$ cat src/rtl/elev_unit_ctrl.sv
module elev_unit_ctrl #(
  parameter int FLOOR_W    = 4,
  parameter int HOLD_TICKS = 10
) (
  input  logic               clk,
  input  logic               rst,
  input  logic [FLOOR_W-1:0] req_floor,
  input  logic [FLOOR_W-1:0] cur_floor,
  input  logic               fire,
  input  logic               sec_tick,
  output logic               go_up,
  output logic               go_down,
  output logic               door_open,
  output logic               tmr_start
);
  localparam int TW = $clog2(HOLD_TICKS + 1);
  localparam logic [TW-1:0] HOLD_V = TW'(HOLD_TICKS);
  localparam logic [FLOOR_W-1:0] LOBBY = FLOOR_W'(1);

  typedef enum logic [2:0] {
    S_WAIT, S_UP, S_DN, S_HOLD, S_FDN, S_FDOOR
  } st_t;

  st_t st, st_nx;
  logic [TW-1:0] hold_cnt;

  wire above = req_floor > cur_floor;
  wire below = req_floor < cur_floor;
  wire hold_done = hold_cnt == HOLD_V;
  wire in_normal = (st == S_WAIT) || (st == S_UP) || (st == S_DN) || (st == S_HOLD);

  always_comb begin
    st_nx = st;
    if (in_normal && fire) begin
      st_nx = S_FDN;
    end else begin
      case (st)
        S_WAIT:  st_nx = above ? S_UP : (below ? S_DN : S_WAIT);
        S_UP:    st_nx = above ? S_UP : S_HOLD;
        S_DN:    st_nx = below ? S_DN : S_HOLD;
        S_HOLD:  st_nx = hold_done ? S_WAIT : S_HOLD;
        S_FDN:   st_nx = (cur_floor > LOBBY) ? S_FDN : S_FDOOR;
        S_FDOOR: st_nx = fire ? S_FDOOR : S_WAIT;
        default: st_nx = S_WAIT;
      endcase
    end
  end

  always_ff @(posedge clk) begin
    if (rst) st <= S_WAIT;
    else     st <= st_nx;
  end

  always_ff @(posedge clk) begin
    if (rst || st != S_HOLD) hold_cnt <= '0;
    else if (sec_tick && !hold_done) hold_cnt <= hold_cnt + 1'b1;
  end

  assign go_up     = st == S_UP;
  assign go_down   = (st == S_DN) || (st == S_FDN);
  assign door_open = (st == S_WAIT) || (st == S_HOLD) || (st == S_FDOOR);
  assign tmr_start = st == S_HOLD;
endmodule

$ cat config.mk
export PLATFORM = sky130hd
export DESIGN_NAME = elev_unit_ctrl
export DESIGN_NICKNAME = d
export VERILOG_FILES = /design/src/rtl/elev_unit_ctrl.sv
export SDC_FILE = /design/constraint.sdc
export NUM_CORES = 1
export LEC_CHECK = 0
export BUFFER_PORTS_ARGS = -buffer_cell sky130_fd_sc_hd__buf_4
export CAP_MARGIN = 20
export CORE_AREA = 2 2 39 41
export DETAILED_ROUTE_END_ITERATION = 12
export DIE_AREA = 0 0 41 43
export HOLD_SLACK_MARGIN = 0.12
export SLEW_MARGIN = 20
export SYNTH_ARGS = -nofsm -noshare
export SYNTH_HDL_FRONTEND = slang
export SYNTH_SLANG_ARGS = --single-unit
$ cat constraint.sdc
create_clock -name clk -period 2.95 [get_ports clk]
set_input_delay 0.295 -clock clk [delete_from_list [all_inputs] [get_ports clk]]
set_output_delay 0.295 -clock clk [all_outputs]
set_load 0.05 [all_outputs]
**Word-level counts from Yosys, hierarchy flattened**

Cells that the tools add are included.

- Bits in registers: 7
- Input bits: 12
- Output and inout bits: 4
- Logic and storage cells: 35

- $add $sub $neg: 1
- Magnitude comparators: 3
- Equal/unequal tests: 7
- Multiplexer cells: 9
- Reductions and logical operators: 12

Operators by type and width:

| kind | count |
|---|---|
| $pmux 3 s6 | 1 |
| $mux 2 | 4 |
| $logic_or 1x1->1 | 7 |
| $eq 3x2->1 const B | 2 |
| $eq 3x3->1 const B | 2 |
| $mux 3 | 2 |
| $add 4x1->4 const B | 1 |
| $eq 4x4->1 const B | 1 |
| $gt 4x1->1 const B | 1 |
| $gt 4x4->1 | 1 |
| $lt 4x4->1 | 1 |
| $eq 3x1->1 const B | 1 |
| $logic_not 3->1 | 1 |
| $ne 3x2->1 const B | 1 |
| $logic_and 1x1->1 | 2 |
| $mux 1 | 2 |
| $reduce_or 2->1 | 1 |
| $logic_not 1->1 | 1 |

**Longest topological paths before layout**

Gate-level depths: netlist of run 1.

- Word-level depth: 6
- Gate-level depth with buffers: 6
- Depth with buffers taken out: 6

**Worst setup path before layout of run 1**

OpenSTA, ideal clock, no wires.

- Kind: register -> output
- Start: reg st[2]
- End: out door_open
- Arrival: 1.653 ns
- Data required time: 2.655 ns
- Slack: 1.002 ns
- Stages on the path, launching flop included: 4
- Buffers on the path: 1
- Cells stage by stage: dfxtp_1 -> buf_4 -> xnor2_1 -> o21ai_0

- Longest elaborated chain between the ends: 3
- Elaborated cells between the ends (all ways): 5
- Classes of those cells: 2 x eq/ne; 3 x reduce/logical

Ends and longest elaborated chain:

| element | RTL line | source |
|---|---|---|
| start, declared | 24 | `st_t st, st_nx;` |
| start signal, assigned | 51 | `else st <= st_nx;` |
| $eq 3x2->1 or $logic_not 3->1 (tied branches) | 61 | `assign door_open = (st == S_WAIT) \|\| (st == S_HOLD) \|\| (st == S_FDOOR);` |
| $logic_or 1x1->1 | 61 |  |
| $logic_or 1x1->1 * | 61 |  |
| end, declared | 13 | `output logic door_open,` |

Every way passes the cells marked *; elsewhere a longest branch is shown, timed or not.

**Final worst setup path of run 1**

- Start: reg st[1]
- End: out door_open

Same word-level chain as after synthesis.

==> results of run 1 <==
## logic make-up (layout without fill, tap and decap cells)
family | after synthesis | in the layout | synth area share, %
AOI/OAI and AO/OA | 12 | 12 | 15.2
xor gates and xnor gates | 4 | 4 | 6.88
adders and majority gates | 6 | 6 | 14.7
buffers and inverters | 8 | 25 | 8.60
DFF | 7 | 7 | 27.5
and+or+nand+nor | 24 | 24 | 27.0
## state kept, by name (all words and copies together), names as in the netlist
register  count
hold_cnt      4
st            3
## power by group through the flow
stage	Combinational (W)	Clock, W	Sequential, W
2_1_floorplan	0.0000561	0	0.000102
3_3_place_gp	0.0000744	0	0.000106
3_5_place_dp	0.0000740	0	0.000107
4_1_cts	0.0000742	0.0000962	0.000104
5_1_grt	0.0000817	0.000102	0.000105
6_report	0.0000733	0.0000913	0.000104
## per-stage QoR
stage / worst slack [ps] / total power, W / instances / util [%] / hold WS [ps]
2_1_floorplan: 1000 / 0.000158 / 61 / - / 373
3_3_place_gp: 1600 / 0.000181 / 90 / 44.8 / 495
3_5_place_dp: 1580 / 0.000181 / 90 / 44.8 / 496
4_1_cts: 1340 / 0.000275 / 94 / 46.7 / 215
5_1_grt: 1280 / 0.000288 / 94 / 46.7 / 217
6_report: 1350 / 0.000269 / 94 / 46.7 / 222
## layout make-up
class | count | area [sq um]
clock buffer | 4 | 26.3
fill | 132 | 737
inverter | 6 | 22.5
multi-input combinational | 46 | 325
sequential | 7 | 140
tap | 16 | 20.0
timing repair buffer | 15 | 113
## worst max-delay path: stages, from the launching register on
cell and delay (ps):
dfxtp_1 390, or3_1 370, o21ai_0 70, buf_4 220
## worst paths after layout
check / slack [ps] / start / end / depth (start not counted)
setup / recovery: 1350 / st[1]$_SDFF_PP0_ / door_open / 3
hold / removal: 220 / rst / st[2]$_SDFF_PP0_ / 2
setup reg to reg: 1680 / hold_cnt[0]$_SDFFE_PP0P_ / hold_cnt[1]$_SDFFE_PP0P_ / 6
hold reg to reg: 520 / hold_cnt[3]$_SDFFE_PP0P_ / hold_cnt[3]$_SDFFE_PP0P_ / 2
## cells in the final DEF, fill, tap and decap left out
cell type and n:
clkbuf_1 1, xor2_1 2, nand3_1 1, o22ai_1 1, nor3b_4 1, xnor2_1 2
a211oi_1 1, ha_1 6, and2_1 1, o21ai_0 2, nand3b_1 3, nand2_1 3
nor4_1 1, or3_1 1, inv_2 1, nor3_1 2, a211oi_2 1, a21oi_1 5
clkbuf_4 3, a21o_1 1, buf_4 15, nand2b_2 1, nor2_1 8, inv_1 5
o22a_1 1, dfxtp_1 7, nand4_1 2
## routing by layer
layer	up-vias	track usage, %
met3	0	7.85
met1	198	15.6
li1	248	-
met2	15	20.9
met5	-	0
met4	0	2.00
==> results.md, run 1 <==
* Die Area at 0.00176 sq mm
* Outcome: complete, no violations
* EDFF count, synth at 0
* Clock root cell: clkbuf_4
* Max-slew headroom at between 70% and 80%
* Clk pwr share at between 30% and 40%
* Register area share after synthesis at 27.5%
* Largest net degree at the start of global routing at 10
* Final Setup Violations at 0
* Share of post-route cells with drive strength above 1 at between 20 and 30%
* Top cells by area, synth: dfxtp_1 28%, ha_1 15%, nor2_1 5.9%
* Syn_area_per_cell at about 8.3 sq um
* Min cycle time layout at 1600 ps
* Overall routing resource usage at a little over an eighth
* Final period utilization at 54.2%
* Clk_lat worst skew at roughly 260 ps
* Async S/R FF share, synth at 0%
* Initial antenna violation count at 0
* CTS tree: yes
* CP required at ~2700 ps
* # IOs at 16
* Fin area at 647 sq um
* Yosys Warn Count at 0
* ANT nets after route at 0
* Starting Density at ~37%
* Dpl hpwl at around 740 microns
* Remaining DRCs at 0
* Placed Area at slightly above 600 sq um
* Leak pwr at 0.288 nW
* F_max at ~620 MHz
* CTS Buf Count at 3
* Nets at between 90 and 100
* Die Wd at ~41 microns
* # diodes at 0
* Total negative slack at 0 ps
* Worst Setup End Kind: output port
* Post-synthesis net count at between 70 and 80
* Clock sink total at 7
* Netlist Area Pre-Place at between 500 and 600 sq um
* Final Wtd Congestion at about 0.72
* Initial DRC count at 10
* Clk slew on worst S/H paths at roughly 60 ps
* Synth unique cells at 26
* Final Hold Vio Count at 0
* Mapped Cells at between 60 and 70
* Switching share of power at about a third
* Fin. max-slew vios at 0
* Synth top cells by count: 8 x nor2_1, 7 x dfxtp_1, 6 x ha_1, 5 x a21oi_1, 5 x inv_1
* Internal at approximately 0.00018 W
* Met3 Wirelength at 86 microns
* Max FO, Critical Path at 9
* First-pass GRT wire length at between 1.5 and 2 mm
* Startpoint Class: register
* Clk buf depth at 2
* CTS Hold Bufs at 0
* Avg WL per Cell at 9.77 microns
* Crit Path Class: register to output port
* Final WL at 918 microns
* Worst Hold Class: input pin to register
* Synth Register Bits at 7
* Max-Cap Viols at 0
* Syn-to-layout area delta at 27.0%
* Top sig layer: met3
* Port bufs at 15
* Post-CTS setup buffers at 0
* Met2 WL at ~420 microns
* Layout Skew at 8.51 ps
* # rows at 14
* RSZ-0062 raised after global routing: no
* Vias/cell at between 4 and 5
* Gr ovfl total at 0
* TritonRoute pass-1 iters at 4
* Most common cell in the netlist: nor2_1
* Post_cts resized at 0
* Maximum VDD drop at about 0.00020 V
* Number of global-route vias before repair at ~420
* Sequential fraction of design power at roughly two fifths
* Pin slew with the least headroom to its limit at about 320 ps
* Top cell type's share of synthesized area at about 28%
* CTS H-tree depth at 1
* M1 WL at slightly above 400 microns
* Critical path arrival at around 1300 ps
* DR vias at about 460
* Pwr dens at 416 mW/mm^2
* Core area at 0.00138 sq mm
* Die height at ~43 microns
* Cell taking the most area after synthesis: dfxtp_1
* Synth Flop Type: dfxtp_1
* Combinational Power Share at 27.3%
* Sw power at ~0.000086 W
Note: power is estimated with default switching activity, not from simulation.
==> inputs of run 2 (changes only) <==
==> constraint.sdc (replaced) <==
create_clock -name clk -period 1.5 [get_ports clk]
set_input_delay 0.15 -clock clk [delete_from_list [all_inputs] [get_ports clk]]
set_output_delay 0.15 -clock clk [all_outputs]
set_load 0.05 [all_outputs]
==> run 2 against run 1 <==
- critical path depth did not move
- design area rose by 3.3%
- final cell count rose by 1.1%
- first-iteration DRC count fell by 60%
- sequential share of layout area fell by 0.32 points
- routed wire length rose by 6.1%
- via count fell by 1.3%
- non-clock buffer count rose by 1
- worst setup slack got worse by 1300 ps
- critical path type unchanged
==> results.md, run 2 (synthesized netlist as in run 1, its figures left out) <==
* Clk buf depth at 2 (unchanged)
* F_max at approximately 700 MHz
* Die Wd at 41 microns (unchanged)
* Most frequent cells in the layout: 14 x buf_4, 8 x nor2_1, 6 x ha_1
* Max-Cap Viols at 0 (unchanged)
* Share of post-route cells with drive strength above 1 at 31.6% (+3.4 points)
* Clk_lat worst skew at 250 ps (about the same)
* Biggest regs: hold_cnt: 4 flops, st: 3 flops
* Number of global-route vias before repair at 449 (+7.2%)
* Pin slew with the least headroom to its limit at 342 ps (+25.2 ps)
* Core area at 0.00138 sq mm (unchanged)
* Worst Hold Class: input pin to register
* Avg WL per Cell at 10.3 microns (+5.0%)
* Clock root cell: clkbuf_4
* CP required at 1350 ps (-1300 ps)
* Final Wtd Congestion at 0.730 (+1.0%)
* Crit Path Class: register to output port
* Pwr dens at 792 mW/mm^2 (+90%)
* Min cycle time layout at ~1400 ps
* Max reg flops at 4 (unchanged)
* Final Hold Vio Count at 0 (unchanged)
* Met1 usage at 17.9% (+2.2 points)
* Vias/cell at 4.79 (-2.3%)
* Layout Skew at 3.93 ps (-4.58 ps)
* Leak pwr at 0.295 nW (+2.3%)
* RSZ-0062 raised after global routing: no
* Maximum VDD drop at 0.000434 V (+110%)
* # diodes at 0 (unchanged)
* Worst Setup End Kind: output port
* # rows at 14 (unchanged)
* Initial antenna violation count at 0 (unchanged)
* # IOs at 16 (unchanged)
* Remaining DRCs at 0 (unchanged)
* Die height at 43 microns (unchanged)
* Port bufs at 15 (unchanged)
* TritonRoute pass-1 iters at 4 (unchanged)
* Gr ovfl total at 0 (unchanged)
* GRT busiest layer: met2
* Outcome: complete, no violations
* Clk slew on worst S/H paths at 50 ps (about the same)
* Max FO, Critical Path at 8 (-1)
* Critical path arrival at 1260 ps (-50 ps)
* Syn-to-layout area delta at 31.2%
* CTS Buf Count at 3 (unchanged)
* Overall routing resource usage at 14.2% (+0.79 points)
* Clock sink total at 7 (unchanged)
* DR vias at 455 (-1.3%)
* Max-slew headroom at 77.2% (-1.7 points)
* Nets at 98 (+1.0%)
* Post-CTS setup buffers at 0 (unchanged)
* Die Area at 0.00176 sq mm (unchanged)
* Total power at 0.000529 W (+97%)
* Final period utilization at between 90% and 100%
* FILL cells at 137 (+3.8%)
* CTS H-tree depth at 1 (unchanged)
* Largest Register: hold_cnt
* First-pass GRT wire length at 1.72 mm (+5.5%)
* Final Setup Violations at 0 (unchanged)
* Starting Density at 36.8% (unchanged)
* Final WL at 974 microns (+6.1%)
* Most common cell after layout, fill and taps aside: buf_4
* Met2 Track Usage GR at 21.3% (+0.31 points)
* ANT nets after route at 0 (unchanged)
* Total negative slack at 0 ps (unchanged)
* Flop2flop setup slack at 220 ps (-1460 ps)
* Fin. max-slew vios at 0 (unchanged)
* GRT met3 Usage at 7.85% (unchanged)
* Largest net degree at the start of global routing at 10 (unchanged)
* Initial DRC count at 4 (-6)
* CTS tree: yes
* Startpoint Class: register
run 2: cell type report:
class	instances	area, sq um	area share, %
inverters	6	22.5	3.37
repair buffers	16	126	18.9
flip-flops and latches	7	143	21.3
multi-input cells	46	330	49.4
clock buffers	4	26.3	3.93
well taps	16	20.0	3.00
run 2: routing by layer:
| layer | vias up | wire [microns] |
|---|---|---|
| met5 | - | 0 |
| met4 | 0 | 0 |
| met3 | 0 | 65 |
| met2 | 10 | 427 |
| met1 | 199 | 481 |
| li1 | 246 | - |
run 2: power by group:
part,internal (W),switching [W],total (W)
clock,0.000101,0.0000669,0.000168
combinational,0.0000705,0.0000826,0.000153
sequential,0.000193,0.0000143,0.000207
total,0.000365,0.000164,0.000529
run 2: worst max-delay path, cell delays in order, from the launching register on:
cell	delay, ps
dfxtp_1	400
or3_1	340
o21ai_1	100
buf_6	180
run 2: path summary, 6_finish.rpt:
path	cells past startpoint	endpoint	startpoint
worst max-delay path	3	door_open	st[2]$_SDFF_PP0_
worst min register to register	2	hold_cnt[3]$_SDFFE_PP0P_	hold_cnt[3]$_SDFFE_PP0P_
worst max register to register	6	hold_cnt[1]$_SDFFE_PP0P_	hold_cnt[0]$_SDFFE_PP0P_
worst min-delay path	3	st[2]$_SDFF_PP0_	fire
run 2: through the flow:
| stage | cells | setup slack, ps | hold WS (ps) | area (sq um) | utilization (%) |
|---|---|---|---|---|---|
| 2_1_floorplan | 61 | 72.4 | 228 | 514 | - |
| 3_3_place_gp | 90 | 244 | 348 | 626 | 45.2 |
| 3_5_place_dp | 90 | 237 | 351 | 626 | 45.2 |
| 4_1_cts | 95 | 41.5 | 219 | 662 | 47.8 |
| 5_1_grt | 95 | 12.5 | 236 | 668 | 48.3 |
| 6_report | 95 | 86.7 | 222 | 668 | 48.3 |
run 2: what timing repair did:
item	4_1_cts	5_1_grt
hold buffers	1	0
endpoints found under the setup margin	0	2
gates resized for setup	0	3
endpoints found under the hold margin	1	0
==> inputs of run 3 (changes only) <==
--- a/config.mk
+++ b/config.mk
@@ -5,7 +5,7 @@
 export SDC_FILE = /design/constraint.sdc
 export NUM_CORES = 1
 export LEC_CHECK = 0
-export BUFFER_PORTS_ARGS = -buffer_cell sky130_fd_sc_hd__buf_4
+export BUFFER_PORTS_ARGS = -buffer_cell sky130_fd_sc_hd__buf_2
 export CAP_MARGIN = 20
 export CORE_AREA = 2 2 39 41
 export DETAILED_ROUTE_END_ITERATION = 12
==> constraint.sdc (replaced) <==
create_clock -name clk -period 1.4 [get_ports clk]
set_input_delay 0.14 -clock clk [delete_from_list [all_inputs] [get_ports clk]]
set_output_delay 0.14 -clock clk [all_outputs]
set_load 0.05 [all_outputs]
==> run 3 against run 2 <==
- sequential share of layout area down 0.51 points
- non-clock buffer count grew 6
- sequential power is 4% higher
- power is 12% higher
- flip-flop and latch count stayed put
- clock skew increased by 2.1 ps
- worst setup slack got worse by 37 ps
- die area unchanged
- routed wire length is 10% higher
- worst hold slack got worse by 16 ps
- core utilization grew 3.3 points
- clock power grew 9.5%
- critical path type unchanged
- largest cell class unchanged
- largest power group unchanged
==> results.md, run 3 (synthesized netlist as in run 1, its figures left out) <==
* Clk slew on worst S/H paths at 50 ps (about the same)
* Critical-path cell list: buf_4 -> inv_2 -> nor3_2 -> clkbuf_4
* Core area at 0.00138 sq mm (unchanged)
* Remaining DRCs at 0 (unchanged)
* Vias/cell at 4.92 (+2.7%)
* Fin area at 714 sq um (+6.9%)
* Largest Register: hold_cnt
* Reg2reg end: hold_cnt[1]$_SDFFE_PP0P_
* Maximum VDD drop at 0.000473 V (+9.0%)
* Clk buf depth at 2 (unchanged)
* Worst Setup End Kind: output port
* Clock sink total at 7 (unchanged)
* Final Wtd Congestion at 0.769 (+5.3%)
* Fin worst setup slack at 49.5 ps (-37.2 ps)
* Leak pwr at 0.325 nW (+10%)
* Largest net degree at the start of global routing at 6 (-4)
* # rows at 14 (unchanged)
* Avg WL per Cell at 10.6 microns (+3.5%)
* F_max at between 700 and 800 MHz
* Most frequent cells in the layout: 11 x buf_2, 8 x nor2_1, 6 x ha_1, 6 x buf_4
* Layout Skew at 6.04 ps (+2.11 ps)
* # diodes at 0 (unchanged)
* Most common cell after layout, fill and taps aside: buf_2
* Final period utilization at a little over nine tenths
* Final Setup Violations at 0 (unchanged)
* Biggest regs: hold_cnt: 4 flops, st: 3 flops
* Crit Path Class: register to output port
* Pre-CTS setup slack at 143 ps (-94.1 ps)
* Max FO, Critical Path at 5 (-3)
* Share of post-route cells with drive strength above 1 at 42.4% (+11 points)
* Outcome: complete, no violations
* Crit Reg-Reg Startpoint: hold_cnt[0]$_SDFFE_PP0P_
* Die Area at 0.00176 sq mm (unchanged)
* Placed Area at 603 sq um (-3.6%)
* Die height at 43 microns (unchanged)
* TritonRoute pass-1 iters at 1 (-3)
* Gr ovfl total at 0 (unchanged)
* First-pass GRT wire length at 1.80 mm (+4.8%)
* Starting Density at 36.8% (unchanged)
* Flop2flop setup slack at 160 ps (-60 ps)
* Worst hold slack at 206 ps (-15.7 ps)
* Fin. max-slew vios at 0 (unchanged)
* Final core utilization at 51.6% (+3.3 points)
* Startpoint Class: register
* CTS H-tree depth at 1 (unchanged)
* DR vias at 497 (+9.2%)
* Dpl hpwl at 806 microns
* Max incr delay on CP at 360 ps (-40 ps)
* Max-Cap Viols at 0 (unchanged)
* Total power at 0.000590 W (+12%)
* Initial antenna violation count at 0 (unchanged)
* Final WL at 1.07 mm (+10%)
* Critical path endpoint: go_up
* Syn-to-layout area delta at 40.3%
* Pin slew with the least headroom to its limit at 247 ps (-94.8 ps)
* Critical path's slowest cell: dfxtp_4
* Overall routing resource usage at 15.5% (+1.3 points)
* Pwr dens at 826 mW/mm^2 (+4.3%)
* Die Wd at 41 microns (unchanged)
* CTS Buf Count at 3 (unchanged)
* CP required at 1260 ps (-90 ps)
* RSZ-0062 raised after global routing: no
* R2R depth at 6 (unchanged)
* Critical path origin: st[0]$_SDFF_PP0_
* Max-slew headroom at 83.4% (+6.2 points)
* Port bufs at 15 (unchanged)
* Max reg flops at 4 (unchanged)
* Final Hold Vio Count at 0 (unchanged)
* ANT nets after route at 0 (unchanged)
* Initial DRC count at 0 (-4)
* Number of global-route vias before repair at 452 (+0.67%)
* Worst Hold Class: input pin to register
* Clk_lat worst skew at 250 ps (about the same)
* Clock root cell: clkbuf_4
* Nets at 104 (+6.1%)
* Critical path arrival at 1210 ps (-50 ps)
* Min cycle time layout at 1350 ps
* # IOs at 16 (unchanged)
* CTS tree: yes
run 3: routing by layer:
metal	vias up	global-route usage, %	wire [microns]
met4	0	10.0	17
li1	263	-	-
met3	2	6.28	46
met5	-	0	0
met1	223	18.2	506
met2	9	22.2	501
run 3: worst min-delay path by stage:
stage / start / end / depth (start not counted) / slack (ps)
after CTS: fire / st[2]$_SDFF_PP0_ / 3 / 210
after floorplan: rst / st[2]$_SDFF_PP0_ / 1 / 220
after detailed placement: rst / st[2]$_SDFF_PP0_ / 2 / 360
after global placement: rst / st[2]$_SDFF_PP0_ / 2 / 360
final: fire / st[2]$_SDFF_PP0_ / 3 / 210
after global routing: fire / st[2]$_SDFF_PP0_ / 3 / 210
run 3: worst max-delay path, delay by kind of cell (launching register included):
kind / cells / cell delay (ps)
buf+inv: 3 / 430
flops: 1 / 360
simple gates: 1 / 180
run 3: power breakdown:
part | switching, W | internal (W)
registers | 0.00000935 | 0.000206
clock network | 0.0000754 | 0.000109
logic | 0.000102 | 0.0000883
run 3: through the flow:
stage	setup TNS, ps	cells
2_1_floorplan	-22.8	61
3_3_place_gp	0	92
3_5_place_dp	0	92
4_1_cts	-4.16	101
5_1_grt	0	101
6_report	0	101
run 3: repair_timing:
action | 4_1_cts | 5_1_grt
setup buffers | 4 | 0
endpoints found under the setup margin | 3 | 5
hold buffers | 1 | 0
pin swaps | 1 | 1
gates resized for setup | 6 | 9
endpoints found under the hold margin | 1 | 0
run 3: cell type report:
| cell class | instances | area (sq um) |
|---|---|---|
| multi-input cells | 46 | 349 |
| well taps | 16 | 20.0 |
| repair buffers | 22 | 148 |
| fillers | 142 | 669 |
| clock buffers | 4 | 26.3 |
| flip-flops and latches | 7 | 149 |
| inverters | 6 | 22.5 |
